===== src/rtl/trig_pkg.sv =====
`timescale 1ns/1ps
package trig_pkg;
  localparam int unsigned NUM_SRC = 2;
  localparam int unsigned SRC_W   = $clog2(NUM_SRC);

  typedef enum logic [1:0] {
    DIR_FALL  = 2'b00,
    DIR_RISE  = 2'b01,
    DIR_ANY   = 2'b10,
    DIR_ANY_X = 2'b11
  } dir_e;

  typedef enum logic [1:0] {
    ST_IDLE,
    ST_ARMED,
    ST_RUN,
    ST_GATED
  } st_e;

  typedef struct packed {
    logic             hw;
    logic             lvl;
    dir_e             dir;
    logic [SRC_W-1:0] src;
  } cfg_t;

  function automatic logic dir_is_any(dir_e d);
    return d[1];
  endfunction
endpackage


===== src/rtl/trig_sync.sv =====
`timescale 1ns/1ps
module trig_sync #(
  parameter int unsigned STAGES = 2,
  parameter int unsigned WIDTH  = 2
) (
  input  logic             clk_i,
  input  logic             rst_ni,
  input  logic [WIDTH-1:0] d_i,
  output logic [WIDTH-1:0] q_o
);
  logic [STAGES-1:0][WIDTH-1:0] stage_q;

  always_ff @(posedge clk_i or negedge rst_ni) begin
    if (!rst_ni) begin
      stage_q <= '0;
    end else begin
      stage_q[0] <= d_i;
      for (int i = 1; i < STAGES; i++) stage_q[i] <= stage_q[i-1];
    end
  end

  assign q_o = stage_q[STAGES-1];
endmodule


===== src/rtl/trig_detect.sv =====
`timescale 1ns/1ps
module trig_detect
  import trig_pkg::*;
(
  input  logic               clk_i,
  input  logic               rst_ni,
  input  logic [NUM_SRC-1:0] sync_i,
  input  logic [SRC_W-1:0]   src_i,
  input  dir_e               dir_i,
  output logic               edge_o,
  output logic               lvl_o
);
  logic [NUM_SRC-1:0] prev_q;
  logic cur, prv, rise, fall;

  always_ff @(posedge clk_i or negedge rst_ni) begin
    if (!rst_ni) prev_q <= '0;
    else         prev_q <= sync_i;
  end

  assign cur  = sync_i[src_i];
  assign prv  = prev_q[src_i];
  assign rise = cur & ~prv;
  assign fall = ~cur & prv;

  always_comb begin
    unique case (dir_i)
      DIR_FALL: begin edge_o = fall;        lvl_o = ~cur; end
      DIR_RISE: begin edge_o = rise;        lvl_o = cur;  end
      default:  begin edge_o = rise | fall; lvl_o = 1'b1; end
    endcase
  end
endmodule


===== src/rtl/trig_ctrl.sv =====
`timescale 1ns/1ps
module trig_ctrl
  import trig_pkg::*;
(
  input  logic clk_i,
  input  logic rst_ni,
  input  logic start_i,
  input  logic stop_i,
  input  cfg_t cfg_i,
  input  logic edge_i,
  input  logic lvl_i,
  output cfg_t cfg_o,
  output logic en_o,
  output logic wait_o
);
  st_e  st_q, st_d;
  cfg_t cfg_q;
  logic launch;

  assign launch = (st_q == ST_IDLE) && start_i && !stop_i;

  always_comb begin
    st_d = st_q;
    if (stop_i) begin
      st_d = ST_IDLE;
    end else begin
      unique case (st_q)
        ST_IDLE:
          if (start_i) begin
            if (!cfg_i.hw || (cfg_i.lvl && dir_is_any(cfg_i.dir))) st_d = ST_RUN;
            else if (cfg_i.lvl)                                     st_d = ST_GATED;
            else                                                    st_d = ST_ARMED;
          end
        ST_ARMED: if (edge_i) st_d = ST_RUN;
        default:  st_d = st_q;
      endcase
    end
  end

  always_ff @(posedge clk_i or negedge rst_ni) begin
    if (!rst_ni) begin
      st_q  <= ST_IDLE;
      cfg_q <= '0;
    end else begin
      st_q <= st_d;
      if (launch) cfg_q <= cfg_i;
    end
  end

  always_comb begin
    en_o   = 1'b0;
    wait_o = 1'b0;
    unique case (st_q)
      ST_RUN:   en_o = 1'b1;
      ST_ARMED: wait_o = 1'b1;
      ST_GATED: begin en_o = lvl_i; wait_o = ~lvl_i; end
      default:  ;
    endcase
  end

  assign cfg_o = cfg_q;
endmodule


===== src/rtl/trig_qualifier.sv =====
`timescale 1ns/1ps
module trig_qualifier
  import trig_pkg::*;
#(
  parameter int unsigned SYNC_STAGES = 2
) (
  input  logic       clk_i,
  input  logic       rst_ni,
  input  logic       start_i,
  input  logic       stop_i,
  input  logic       hw_mode_i,
  input  logic       level_mode_i,
  input  logic [1:0] dir_i,
  input  logic       src_sel_i,
  input  logic       dig_trig_i,
  input  logic       cmp_trig_i,
  output logic       sample_en_o,
  output logic       wait_o
);
  logic [NUM_SRC-1:0] raw, synced;
  cfg_t cfg_in, cfg_act;
  logic edge_hit, lvl_ok;

  assign raw    = {cmp_trig_i, dig_trig_i};
  assign cfg_in = '{hw: hw_mode_i, lvl: level_mode_i, dir: dir_e'(dir_i), src: src_sel_i};

  trig_sync #(.STAGES(SYNC_STAGES), .WIDTH(NUM_SRC)) u_sync (
    .clk_i (clk_i),
    .rst_ni(rst_ni),
    .d_i   (raw),
    .q_o   (synced)
  );

  trig_detect u_detect (
    .clk_i (clk_i),
    .rst_ni(rst_ni),
    .sync_i(synced),
    .src_i (cfg_act.src),
    .dir_i (cfg_act.dir),
    .edge_o(edge_hit),
    .lvl_o (lvl_ok)
  );

  trig_ctrl u_ctrl (
    .clk_i  (clk_i),
    .rst_ni (rst_ni),
    .start_i(start_i),
    .stop_i (stop_i),
    .cfg_i  (cfg_in),
    .edge_i (edge_hit),
    .lvl_i  (lvl_ok),
    .cfg_o  (cfg_act),
    .en_o   (sample_en_o),
    .wait_o (wait_o)
  );
endmodule


===== config.mk =====
export PLATFORM = sky130hd
export DESIGN_NAME = trig_qualifier
export DESIGN_NICKNAME = d
export VERILOG_FILES = /design/src/rtl/trig_pkg.sv /design/src/rtl/trig_sync.sv /design/src/rtl/trig_detect.sv /design/src/rtl/trig_ctrl.sv /design/src/rtl/trig_qualifier.sv
export SDC_FILE = /design/constraint.sdc
export NUM_CORES = 1
export LEC_CHECK = 0
export BUFFER_PORTS_ARGS = -buffer_cell sky130_fd_sc_hd__buf_2
export CAP_MARGIN = 20
export CORE_AREA = 2 2 39 41
export CTS_CLUSTER_DIAMETER = 150
export DETAILED_ROUTE_END_ITERATION = 6
export DIE_AREA = 0 0 41 43
export GPL_ROUTABILITY_DRIVEN = 0
export SLEW_MARGIN = 5
export SYNTH_ARGS = -nofsm -noshare
export SYNTH_HDL_FRONTEND = slang
export SYNTH_SLANG_ARGS = --single-unit
export TNS_END_PERCENT = 50

===== constraint.sdc =====
create_clock -name clk_i -period 1.7 [get_ports clk_i]
set_input_delay 0.425 -clock clk_i [delete_from_list [all_inputs] [get_ports clk_i]]
set_output_delay 0.425 -clock clk_i [all_outputs]
set_load 0.005 [all_outputs]

# ---- Word level (Yosys, flattened, before mapping)
# Index checks and enable logic that the tools add are counted.
dict set report word_totals {
  reg_bits 11
  inputBits 11
  output_inout_bits 2
  word_cells 43
}
dict set report classes {
  magnitude_cmp 1
  eq_ne 6
  n_mux 14
  bitwise_logic 6
  reduce_logical 10
}
# op n
set ops {}
lappend ops {{2-to-1 mux 2 bit} 5}
lappend ops {{one-hot mux 1 bit (2 select lines)} 4}
lappend ops {{inequality test 3 bit (second input constant)} 2}
lappend ops {{equality test 2 x 1 -> 1 bit (second input constant)} 2}
lappend ops {{equality test 2 bit (second input constant)} 2}
lappend ops {{logical NOT 2 bit} 2}
lappend ops {{2-to-1 mux 1 bit} 4}
lappend ops {{one-hot mux 2 bit (2 select lines)} 1}
lappend ops {{logical AND 1 bit} 3}
lappend ops {{NOT 1 bit} 3}
lappend ops {{AND reduction 3 bit} 1}
lappend ops {{nonzero test 3 bit} 1}
lappend ops {{bitwise AND 1 bit} 2}
lappend ops {{logical NOT 1 bit} 2}
lappend ops {{less-than comparator 1 x 2 -> 1 bit (second input constant)} 1}
lappend ops {{logical OR 1 bit} 1}
lappend ops {{bitwise OR 1 bit} 1}

# ---- Depth between registers and ports, before layout
# Gate-level depths: netlist (run 1).
dict set report depth {
  word_depth 9
  depth_mapped 6
  ltp_nobuf 6
}

# ---- Modules after synthesis
# From an unflattened synthesis (run 1), not the netlist that was laid out.
dict set report unflattened {
  hier_cells 44
  hier_area_um2 585.6
}
# mod instances cells_each area_per_inst_um2 seq_area_each_um2
set by_module_without_submodules {}
lappend by_module_without_submodules {trig_ctrl 1 25 324.1 175.2}
lappend by_module_without_submodules {trig_detect 1 13 146.4 50.0}
lappend by_module_without_submodules {trig_sync 1 6 115.1 100.1}

# ---- Worst setup path before layout (run 1)
# No wires, ideal clock.
dict set report synth_path {
  path_type {register -> register}
  startpoint {register u_ctrl.cfg_q (netlist bit u_ctrl.cfg_o[0])}
  endpoint {register u_ctrl.st_q[1]}
  arrival_time_ps 1682
  path_slack_ps -69
  path_stages_with_launch 6
  n_path_buf 0
  path_cell_list {dfrtp_1 -> mux2i_1 -> ha_1 -> and3_1 -> a2111o_1 -> a211oi_2}
}
dict set report synth_between {
  elab_chain_cells 8
}
# item line
set synth_rtl {}
lappend synth_rtl {{start: declaration} trig_ctrl.sv:17} ;# cfg_t cfg_q;
lappend synth_rtl {{start signal: assignment} trig_ctrl.sv:46} ;# if (launch) cfg_q <= cfg_i;
lappend synth_rtl {{2-to-1 mux 1 bit (on tied branches) (2 in a row)} {trig_detect.sv:22, trig_detect.sv:21}}
lappend synth_rtl {{NOT 1 bit (on tied branches)} {trig_detect.sv:23, trig_detect.sv:24}}
lappend synth_rtl {{bitwise AND 1 bit (on tied branches)} {trig_detect.sv:23, trig_detect.sv:24}}
lappend synth_rtl {{bitwise OR 1 bit} trig_detect.sv:30} ;# default: begin edge_o = rise | fall; lvl_o = 1'b1; end
lappend synth_rtl {{one-hot mux 1 bit (2 select lines) (*)} trig_detect.sv:27} ;# unique case (dir_i)
lappend synth_rtl {{inequality test 3 bit (no source line) (*)} -}
lappend synth_rtl {{AND reduction 3 bit (no source line) (*)} -}
lappend synth_rtl {{end signal: assignment} trig_ctrl.sv:45} ;# st_q <= st_d;
lappend synth_rtl {{end: declaration} trig_ctrl.sv:16} ;# st_e st_q, st_d;
# Mark *: on every way between the ends. The rest lies on a longest branch, timed or not. The select of a mux whose other input is x is not followed.
# A chain may end at the register's enable or synchronous reset.

# ---- Worst setup path in the final report (run 1)
dict set report layout_path {
  startpoint {register u_ctrl.cfg_q (netlist bit u_ctrl.cfg_o[0])}
  endpoint {output port wait_o}
}
dict set report layout_between {
  elab_chain_cells 6
}
# item line
set layout_rtl {}
lappend layout_rtl {{2-to-1 mux 1 bit (implied by the code) (*) (2 in a row)} trig_detect.sv:21} ;# assign cur = sync_i[src_i];
lappend layout_rtl {{NOT 1 bit} trig_detect.sv:28} ;# DIR_FALL: begin edge_o = fall; lvl_o = ~cur; end
lappend layout_rtl {{one-hot mux 1 bit (2 select lines) (*)} trig_detect.sv:27}
lappend layout_rtl {{NOT 1 bit (*)} trig_ctrl.sv:56} ;# ST_GATED: begin en_o = lvl_i; wait_o = ~lvl_i; end
lappend layout_rtl {{one-hot mux 1 bit (2 select lines) (*)} trig_ctrl.sv:53} ;# unique case (st_q)
lappend layout_rtl {{end: declaration} trig_qualifier.sv:18} ;# output logic wait_o
# Marks and branches as above.

==> metrics.md, run 1 <==
| Metric | Value |
|---|---|
| DRC | `0` |
| Minimum clock period | `1.838 ns` |
| Post-DRT Antenna Nets | `0` |
| Critical Path Start | `u_ctrl.cfg_o[0]` |
| Synth top area cells | `dfrtp_1 (56%), mux2i_1 (8.1%), mux2_2 (6.8%)` |
| Outcome | `finished, violations left` |
| Die width | `41 um` |
| Syn_area_per_cell | `around 14 um^2` |
| CP endpoint kind | `primary output` |
| Seq/Total Area, Yosys | `55.70%` |
| Routed vias | `345` |
| EDFF count, synth | `0` |
| Synth area leader | `dfrtp_1` |
| Clock transition at path regs | `0.07 ns` |
| Overflow after GRT | `0` |
| Total leakage power | `0.0003230 uW` |
| Final nets | `about 70` |
| Worst IR drop on VDD | `0.5769 mV` |
| Initial cell density of the core | `35.71%` |
| CP required | `~1.3 ns` |
| Kind of critical path | `reg -> out` |
| I/O Pins | `13` |
| Post-synth cell types | `17` |
| Min-Delay Path Class | `in -> async` |
| Antenna Cells | `0` |
| Syn Nets | `49` |
| Worst flop-to-flop path startpoint | `u_ctrl.cfg_o[0]` |
| Share of cells above drive strength 1 | `about half` |
| Final Hold Fails | `0` |
| Starting DRT DRC Count | `2` |
| Prevailing post-synth register cell | `dfrtp_1` |
| CTS tree | `built` |
| Fin crit share | `108.1%` |
| TritonRoute pass-1 iters | `3` |
| Final design utilization | `47.20%` |
| CORE AREA | `1384 um^2` |
| Clock Path Buffers | `2` |
| Max Cap Viol | `0` |
| Hold Buf Count CTS | `0` |
| Vias in the first global route | `334` |
| Failing checks | `setup timing` |
| Layout area overhead | `32.15%` |
| WL final | `780 um` |
| Max Freq | `544.0 MHz` |
| Synthesized area | `~490 um^2` |
| Final setup fails | `4` |
| Synth Warn # | `0` |
| Total power | `676.3 uW` |
| Synth Register Bits | `11` |
| Per-cell routed wire length | `10.68 um` |
| Final WS setup | `-0.1383 ns` |
| Root Buffer | `clkbuf_4` |
| FILL cells | `around 120` |
| CTS Sinks | `11` |
| Final Instance Count excl. Fillers | `73` |
| Later-pin clock latency in the skew report | `between 0.2 and 0.3 ns` |
| First-pass GRT wire length | `1.290 mm` |
| Cells after synthesis | `36` |
| Power Density | `1036 nW/um^2` |
| Post-synth top area share | `55.70%` |
| Via density | `between 4 and 5` |
| Die area | `approximately 1800 um^2` |
| Initial antenna violation count | `0` |
| H-tree Lvls | `1` |
| Global-route usage over all layers | `between 10 and 15%` |
| Crit start category | `flip-flop` |
| Synth cell count leaders | `dfrtp_1 (11), mux2i_1 (4), inv_1 (3), mux2_2 (3)` |
| Pre-CTS setup slack | `-0.04737 ns` |
| Skew final | `0.002487 ns` |
| FFs w/ async S/R, synth | `100.0%` |
| Worst slew pin tran | `between 0.3 and 0.4 ns` |
| FP Rows | `14` |
| Die H | `43 um` |
| Largest net degree at the start of global routing | `12` |
| Data arrival, critical path | `1.41 ns` |
| CTS buffer count | `3` |
| Setup TNS | `-0.4145 ns` |
| Slew margin rel. | `around 75%` |
| Reg2Reg Depth | `7` |
| RSZ-0062 raised after global routing | `true` |
| IO Port Bufs | `12` |
| Pins Over Slew Limit | `0` |
| Placed instance count | `66` |
| Count leader, synth | `dfrtp_1` |
| CP max FO | `3` |
metrics by stage:
step                instance area, um^2  hold WS, ns
floorplan                         498.0       0.1294
global placement                  593.1       0.2992
detailed placement                593.1       0.3003
CTS                               638.1     0.008608
global route                      653.1      0.02919
finish                            653.1      0.01289
worst max-delay path, stage by stage (launching register included):
cell and delay [ns]:
dfrtp_1 0.39, mux2i_2 0.26, buf_4 0.15, xnor2_2 0.06
a22o_1 0.17, buf_2 0.12
flip-flops by register name, indices dropped and copies added, names as in the netlist:
| register | count |
|---|---|
| u_detect.prev_q | 2 |
| u_sync.stage_q | 2 |
| u_ctrl.st_q | 2 |
| u_ctrl.cfg_o | 3 |
| u_sync.q_o | 2 |
power breakdown:
group | internal [uW] | switching, uW
sequential | 294 | 33.8
clock | 90.7 | 82.0
combinational | 112 | 64.1
worst paths after layout:
path / end / slack [ns]
min reg2reg: u_sync.q_o[1] / 0.35
min in group clk_i: u_sync.stage_q[0] / 0.26
max reg2reg: u_ctrl.st_q[1] / -0.11
max: wait_o / -0.14
min: u_ctrl.st_q[0] / 0.01
max in group asynchronous: u_ctrl.cfg_o[1] / 1.49
cell families (layout without fill, tap and decap cells):
kind of cell               after synthesis  in the layout  share of synthesized area [%]
buffers and inverters                    3             24                          2.278
xor gates and xnor gates                 1              1                          1.772
DFF                                     11             11                          55.70
and+or+nand+nor                          7              7                          10.63
muxes                                    7              7                          14.94
adders and majority gates                2              2                          5.062
AOI/OAI and AO/OA                        5              5                          9.619
final cells by class:
class                   instances  area, um^2  share of cell area [%]
flip-flops and latches         11       275.3                   42.15
multi-input cells              22       222.7                   34.10
well taps                      16       20.02                   3.065
repair buffers                 17       97.59                   14.94
clock buffers                   4       26.28                   4.023
inverters                       3       11.26                   1.724
per-layer routing:
metal / global-route usage (%) / wire length (um) / vias up / part of all wire [%]
li1: - / - / 171 / -
met1: 14.88 / 378 / 168 / 48
met2: 15.94 / 376 / 6 / 48
met3: 1.571 / 25 / 0 / 3.2
met4: 10.00 / 0 / 0 / 0
met5: 0 / 0 / - / 0
timing repair:
action | CTS | global route
buffers inserted | 1 | 2
hold endpoints to repair | 0 | 0
setup endpoints to repair | 4 | 4
pin swaps | 1 | 1
resized for setup | 2 | 0
placed cells by master (no fill, tap or decap), drive strengths merged:
cell type and count:
a221o 1, dfrtp 11, nor4b 2, nor2 1, nand2b 2, and3 1, inv 3, clkbuf 4
mux2i 4, xnor2 1, a21oi 1, buf 17, ha 2, a22o 1, a2111o 1, mux2 3
nor2b 1, a211oi 1
No activity file was read; power rests on OpenSTA's default activity.
==> inputs of run 2 (changes only) <==
--- a/config.mk
+++ b/config.mk
@@ -12,6 +12,7 @@
 export DETAILED_ROUTE_END_ITERATION = 6
 export DIE_AREA = 0 0 41 43
 export GPL_ROUTABILITY_DRIVEN = 0
+export RECOVER_POWER = 25
 export SLEW_MARGIN = 5
 export SYNTH_ARGS = -nofsm -noshare
 export SYNTH_HDL_FRONTEND = slang
==> run 2 against run 1 <==
  * The run still ends with setup timing left
  * Worst hold slack gained 0.11 ns
  * Wire length rose by 0.26%
  * Clock skew hardly changed
  * Flip-flop and latch count did not move
  * Setup slack unchanged
  * Critical path depth is the same
  * First-iteration DRC count stayed put
  * Clock power about the same
  * Non-clock buffer count stayed put
  * Critical path type unchanged
==> metrics.md, run 2 (synthesis results as in run 1) <==
| Metric | Value |
|---|---|
| Reg2Reg Depth | `7 (unchanged)` |
| Min-Delay Path Class | `in -> async (unchanged)` |
| Worst path top cell family by delay | `flip-flops (unchanged)` |
| Kind of critical path | `reg -> out (unchanged)` |
| Pins Over Slew Limit | `0 (unchanged)` |
| Clock transition at path regs | `0.07 ns (about the same)` |
| CTS buffer count | `3 (unchanged)` |
| Crit path depth | `5 (unchanged)` |
| Data arrival, critical path | `1.41 ns (about the same)` |
| Commonest cells after routing, fill and taps aside | `buf_2 (11), dfrtp_1 (11), buf_4 (5) (was buf_2 (12), dfrtp_1 (11), buf_4 (5))` |
| WL final | `782 um (was 780 um)` |
| Final WS setup | `-0.1383 ns (unchanged)` |
| Max FFs per register | `3 (unchanged)` |
| Pre-CTS setup slack | `-0.04737 ns (unchanged)` |
| Die area | `1763 um^2 (unchanged)` |
| Skew final | `0.002487 ns (about the same)` |
| RSZ-0062 raised after global routing | `true (unchanged)` |
| Final Hold Fails | `0 (unchanged)` |
| Crit start category | `flip-flop (unchanged)` |
| Critical-path cell list | `mux2i_2, buf_4, xnor2_2, a22o_1, buf_2 (unchanged)` |
| CP endpoint kind | `primary output (unchanged)` |
| Max Freq | `544.0 MHz (unchanged)` |
| Die width | `41 um (unchanged)` |
| Post-DRT Antenna Nets | `0 (unchanged)` |
| Minimum clock period | `1.838 ns (unchanged)` |
| CTS Sinks | `11 (unchanged)` |
| Starting DRT DRC Count | `2 (unchanged)` |
| Antenna Cells | `0 (unchanged)` |
| Final nets | `71 (unchanged)` |
| Largest stage delay, worst path | `0.39 ns (about the same)` |
| TritonRoute pass-1 iters | `3 (unchanged)` |
| DRC | `0 (unchanged)` |
| Max Cap Viol | `0 (unchanged)` |
| Total leakage power | `0.0003202 uW (was 0.0003230 uW)` |
| Crit path buffers/inverters | `2 (unchanged)` |
| Later-pin clock latency in the skew report | `0.26 ns (about the same)` |
| I/O Pins | `13 (unchanged)` |
| CORE AREA | `1384 um^2 (unchanged)` |
| Layout area overhead | `31.90% (was 32.15%)` |
| Final setup fails | `4 (unchanged)` |
| Global-route usage over all layers | `11.50% (unchanged)` |
| IO Port Bufs | `12 (unchanged)` |
| Initial cell density of the core | `35.71% (unchanged)` |
| Failing checks | `setup timing (unchanged)` |
| Worst slew pin tran | `0.5664 ns (was 0.3749 ns)` |
| Slew margin rel. | `62.24% (was 74.65%)` |
| Multi-input logic area | `222.7 um^2 (unchanged)` |
| Die H | `43 um (unchanged)` |
| H-tree Lvls | `1 (unchanged)` |
| Worst IR drop on VDD | `0.5769 mV (about the same)` |
| Power Density | `1037 nW/um^2 (was 1036 nW/um^2)` |
| Largest net degree at the start of global routing | `12 (unchanged)` |
| Fin crit share | `108.1% (unchanged)` |
| Outcome | `finished, violations left (unchanged)` |
| Per-cell routed wire length | `10.71 um (was 10.68 um)` |
| FP Rows | `14 (unchanged)` |
| FILL cells | `125 (was 124)` |
| Initial antenna violation count | `0 (unchanged)` |
| Share of cells above drive strength 1 | `47.37% (was 49.12%)` |
| Overflow after GRT | `0 (unchanged)` |
| CP required | `1.27 ns (about the same)` |
| CP max stage cell | `dfrtp_1 (unchanged)` |
| Reg area | `275.3 um^2 (unchanged)` |
| CP max FO | `3 (unchanged)` |
| First-pass GRT wire length | `1.290 mm (unchanged)` |
| Routed vias | `345 (unchanged)` |
| Vias in the first global route | `334 (unchanged)` |
| Clock Path Buffers | `2 (unchanged)` |
| Worst hold-check slack | `0.1224 ns (was 0.01289 ns)` |
| Via density | `4.726 (unchanged)` |
| Root Buffer | `clkbuf_4 (unchanged)` |
| CTS tree | `built (unchanged)` |
==> run 2: changes by cell type in the layout (fill, tap and decap cells not counted) <==
cell	change
buf_2	-1
clkbuf_1	+1
==> run 2: final cells by class <==
type | count | area share [%]
sequential | 11 | 42.23
multi-input combinational | 22 | 34.17
timing repair buffer | 17 | 14.78
clock buffer | 4 | 4.031
tap | 16 | 3.071
inverter | 3 | 1.727
==> run 2: path summary, 6_finish.rpt <==
check                           slack [ns]              start                end
worst max-delay path                 -0.14    u_ctrl.cfg_o[0]             wait_o
worst min-delay path                  0.12             rst_ni     u_ctrl.st_q[0]
worst max register to register       -0.11    u_ctrl.cfg_o[0]     u_ctrl.st_q[1]
worst min register to register        0.35  u_sync.stage_q[1]      u_sync.q_o[1]
max in group asynchronous             1.21             rst_ni    u_ctrl.cfg_o[1]
min in group clk_i                    0.26         dig_trig_i  u_sync.stage_q[0]
==> run 2: per-layer routing <==
layer | global-route usage, % | vias up | routed length (um)
li1 | - | 171 | -
met1 | 14.88 | 168 | 380
met2 | 15.94 | 6 | 376
met3 | 1.571 | 0 | 25
met4 | 10.00 | 0 | 0
met5 | 0 | - | 0
==> run 2: metrics by stage <==
step	instance area, um^2	std cells	total power, uW	utilization (%)	TNS, ns
after CTS	638.1	71	674.1	46.11	-0.5167
final	651.9	73	676.0	47.11	-0.4145
after global routing	651.9	73	718.6	47.11	-0.8960
after detailed placement	593.1	66	474.6	42.86	-0.06143
after global placement	593.1	66	472.8	42.86	-0.02258
after floorplan	498.0	36	421.2	-	0
==> run 2: repair_timing <==
action,4_1_cts,5_1_grt
endpoints found under the setup margin,4,4
hold buffers,0,0
pin swaps,1,1
setup buffers,1,2
resized for setup,2,0
==> run 2: worst register-to-register path: cells and delay by family, from the launching register on <==
family / cells / cell delay [ns]
AND/OR/NAND/NOR: 1 / 0.14
multiplexers: 1 / 0.18
flip-flops: 1 / 0.41
buffers and inverters: 2 / 0.21
AO/OA/AOI/OAI: 2 / 0.53
adder cells (fa/ha/maj): 1 / 0.26
==> run 2: power by group <==
part	internal, uW	switching [uW]	leakage, uW	total, uW
clock	90.7	82.0	0.0000150	173
combinational	111	64.1	0.000173	175
sequential	294	33.8	0.000132	328
total	496	180	0.000320	676
==> inputs of run 3 (changes only) <==
--- a/config.mk
+++ b/config.mk
@@ -12,6 +12,7 @@
 export DETAILED_ROUTE_END_ITERATION = 6
 export DIE_AREA = 0 0 41 43
 export GPL_ROUTABILITY_DRIVEN = 0
+export PLACE_DENSITY = 0.66
 export RECOVER_POWER = 25
 export SLEW_MARGIN = 5
 export SYNTH_ARGS = -nofsm -noshare
==> constraint.sdc (replaced) <==
create_clock -name clk_i -period 1.8 [get_ports clk_i]
set_input_delay 0.45 -clock clk_i [delete_from_list [all_inputs] [get_ports clk_i]]
set_output_delay 0.45 -clock clk_i [all_outputs]
set_load 0.005 [all_outputs]
==> run 3 against run 2 <==
  * The run still ends with setup timing left
  * Register-to-register slack better by 0.15 ns
  * Core utilization is 0.45 points higher
  * Count of clock-buffer cells in the layout stayed put
  * Setup slack better by 0.048 ns
  * Die area stayed put
  * Cell count is 1.4% lower
  * Clock skew is 0.0037 ns higher
  * Clock power is 10% lower
  * Flip-flop and latch count stayed put
  * Via count is 2.6% higher
  * Cell area is 0.96% higher
  * Critical path depth stayed put
==> metrics.md, run 3 (synthesis results as in run 1) <==
| Metric | Value |
|---|---|
| Outcome | `finished, violations left (unchanged)` |
| Failing checks | `setup timing (unchanged)` |
| FP Rows | `14 (unchanged)` |
| Fin crit share | `105.0%` |
| Pins Over Slew Limit | `0 (unchanged)` |
| Grt met1 use | `11.81% (was 14.88%)` |
| Cell internal pwr | `468.8 uW (was 496.1 uW)` |
| CORE AREA | `1384 um^2 (unchanged)` |
| Most Crowded Layer GR | `met2 (unchanged)` |
| CP endpoint kind | `primary output (unchanged)` |
| Largest net degree at the start of global routing | `12 (unchanged)` |
| Global-route usage over all layers | `10.69% (was 11.50%)` |
| Clk network pwr share | `24.4% (was 25.5%)` |
| Largest stage delay, worst path | `0.42 ns (was 0.39 ns)` |
| CP required | `1.35 ns (was 1.27 ns)` |
| Root Buffer | `clkbuf_4 (unchanged)` |
| First-pass GRT wire length | `1.248 mm (was 1.290 mm)` |
| Slew margin rel. | `63.46% (was 62.24%)` |
| Met3 Use GR | `6.283% (was 1.571%)` |
| Max Freq | `between 500 and 600 MHz` |
| Starting DRT DRC Count | `0 (was 2)` |
| Initial cell density of the core | `35.71% (unchanged)` |
| I/O Pins | `13 (unchanged)` |
| Antenna Cells | `0 (unchanged)` |
| Die width | `41 um (unchanged)` |
| Switching Share | `26.23% (was 26.61%)` |
| Worst flop-to-flop path startpoint | `u_ctrl.cfg_o[0] (unchanged)` |
| CP max stage cell | `dfrtp_1 (unchanged)` |
| Crit start category | `flip-flop (unchanged)` |
| Final nets | `70 (was 71)` |
| Skew final | `0.006189 ns (was 0.002487 ns)` |
| CTS tree | `built (unchanged)` |
| Post-DRT Antenna Nets | `0 (unchanged)` |
| Max Cap Viol | `0 (unchanged)` |
| CP max FO | `3 (unchanged)` |
| Data arrival, critical path | `1.44 ns (was 1.41 ns)` |
| Clock transition at path regs | `0.06 ns (was 0.07 ns)` |
| Critical-path cell list | `mux2i_2, buf_4, xnor2_2, a22o_1, buf_2 (unchanged)` |
| Total leakage power | `0.0003146 uW (was 0.0003202 uW)` |
| DRC | `0 (unchanged)` |
| RSZ-0062 raised after global routing | `true (unchanged)` |
| Worst IR drop on VDD | `0.6671 mV (was 0.5769 mV)` |
| Hold Buf Count CTS | `0 (unchanged)` |
| Overflow after GRT | `0 (unchanged)` |
| NetSw | `166.7 uW (was 179.9 uW)` |
| Final WS setup | `-0.09068 ns (was -0.1383 ns)` |
| Worst hold-check slack | `0.1452 ns (was 0.1224 ns)` |
| WL final | `736 um (was 782 um)` |
| Kind of critical path | `reg -> out (unchanged)` |
| Layout area overhead | `33.16% (was 31.90%)` |
| Worst slew pin tran | `0.5482 ns (was 0.5664 ns)` |
| Part of the power in registers | `49.1% (was 48.5%)` |
| Clock Path Buffers | `2 (unchanged)` |
| Die H | `43 um (unchanged)` |
| Per-cell routed wire length | `10.22 um (was 10.71 um)` |
| Pre-CTS setup slack | `-0.02587 ns (was -0.04737 ns)` |
| H-tree Lvls | `1 (unchanged)` |
| Critical Path Start | `u_ctrl.cfg_o[0] (unchanged)` |
| TritonRoute pass-1 iters | `1 (was 3)` |
| Final Hold Fails | `0 (unchanged)` |
| Share of cells above drive strength 1 | `48.21% (was 47.37%)` |
| Final setup fails | `2 (was 4)` |
| Minimum clock period | `1.891 ns` |
| Later-pin clock latency in the skew report | `0.26 ns (about the same)` |
| Initial antenna violation count | `0 (unchanged)` |
| Commonest cells after routing, fill and taps aside | `buf_2 (11), dfrtp_1 (11), buf_4 (4) (was buf_2 (11), dfrtp_1 (11), buf_4 (5))` |
| Power Density | `965.7 nW/um^2 (was 1037 nW/um^2)` |
| Gate power share | `26.5% (was 25.9%)` |
| Min-Delay Path Class | `in -> async (unchanged)` |
| Via density | `4.917 (was 4.726)` |
| Final design utilization | `47.56% (was 47.11%)` |
| Vias in the first global route | `326 (was 334)` |
| GR Layer Usage met2 | `17.19% (was 15.94%)` |
| Max FFs per register | `3 (unchanged)` |
| Die area | `1763 um^2 (unchanged)` |
| IO Port Bufs | `12 (unchanged)` |
| CTS Sinks | `11 (unchanged)` |
| Routed vias | `354 (was 345)` |
| CTS buffer count | `3 (unchanged)` |
==> run 3: cell count changes in the layout (fill, tap and decap cells not counted), sizes merged <==
cell	before	now
buf	16	15
==> run 3: final timing paths <==
check                                          to  slack [ns]  cells after the start
worst min register to register      u_sync.q_o[0]        0.35                      0
worst max register to register     u_ctrl.st_q[1]        0.04                      6
min in group clk_i              u_sync.stage_q[1]        0.30                      1
worst min-delay path               u_ctrl.st_q[1]        0.15                      1
max in group asynchronous           u_sync.q_o[0]        1.29                      1
worst max-delay path                       wait_o       -0.09                      5
==> run 3: what timing repair did <==
item,in CTS,in global routing
setup buffers,2,0
endpoints found under the setup margin,4,4
resized for setup,1,3
pin swaps,2,2
==> run 3: metal layers <==
metal  up-vias  wire length, um
met1       173              325
met4         0                0
met5         -                0
met3         0               46
met2         9              364
li1        172                -
==> run 3: critical path, delay by kind of cell, from the launching register on <==
family / cells / cell delay [ns]
buffers and inverters: 2 / 0.28
AOI/OAI and AO/OA: 1 / 0.17
DFF: 1 / 0.42
xor gates and xnor gates: 1 / 0.06
muxes: 1 / 0.26
==> run 3: area by class of cell <==
type	count	area [um^2]
fillers	136	725.7
flip-flops and latches	11	275.3
multi-input cells	22	236.5
repair buffers	16	88.84
clock buffers	4	26.28
well taps	16	20.02
inverters	3	11.26
==> run 3: per-stage QoR <==
stage | power [uW] | setup TNS, ns | cell area [um^2] | cells
global route | 677.4 | -0.3378 | 658.1 | 72
finish | 635.6 | -0.1371 | 658.1 | 72
floorplan | 393.5 | 0 | 494.2 | 36
detailed placement | 448.4 | -0.02587 | 589.3 | 66
CTS | 630.7 | -0.1380 | 638.1 | 72
global placement | 445.6 | -0.003852 | 589.3 | 66
==> run 3: power groups by stage <==
stage / registers, uW / clock network [uW] / logic, uW
2_1_floorplan: 305 / 0 / 88.7
3_3_place_gp: 312 / 0 / 134
3_5_place_dp: 313 / 0 / 136
4_1_cts: 309 / 163 / 158
5_1_grt: 316 / 175 / 186
6_report: 312 / 155 / 168
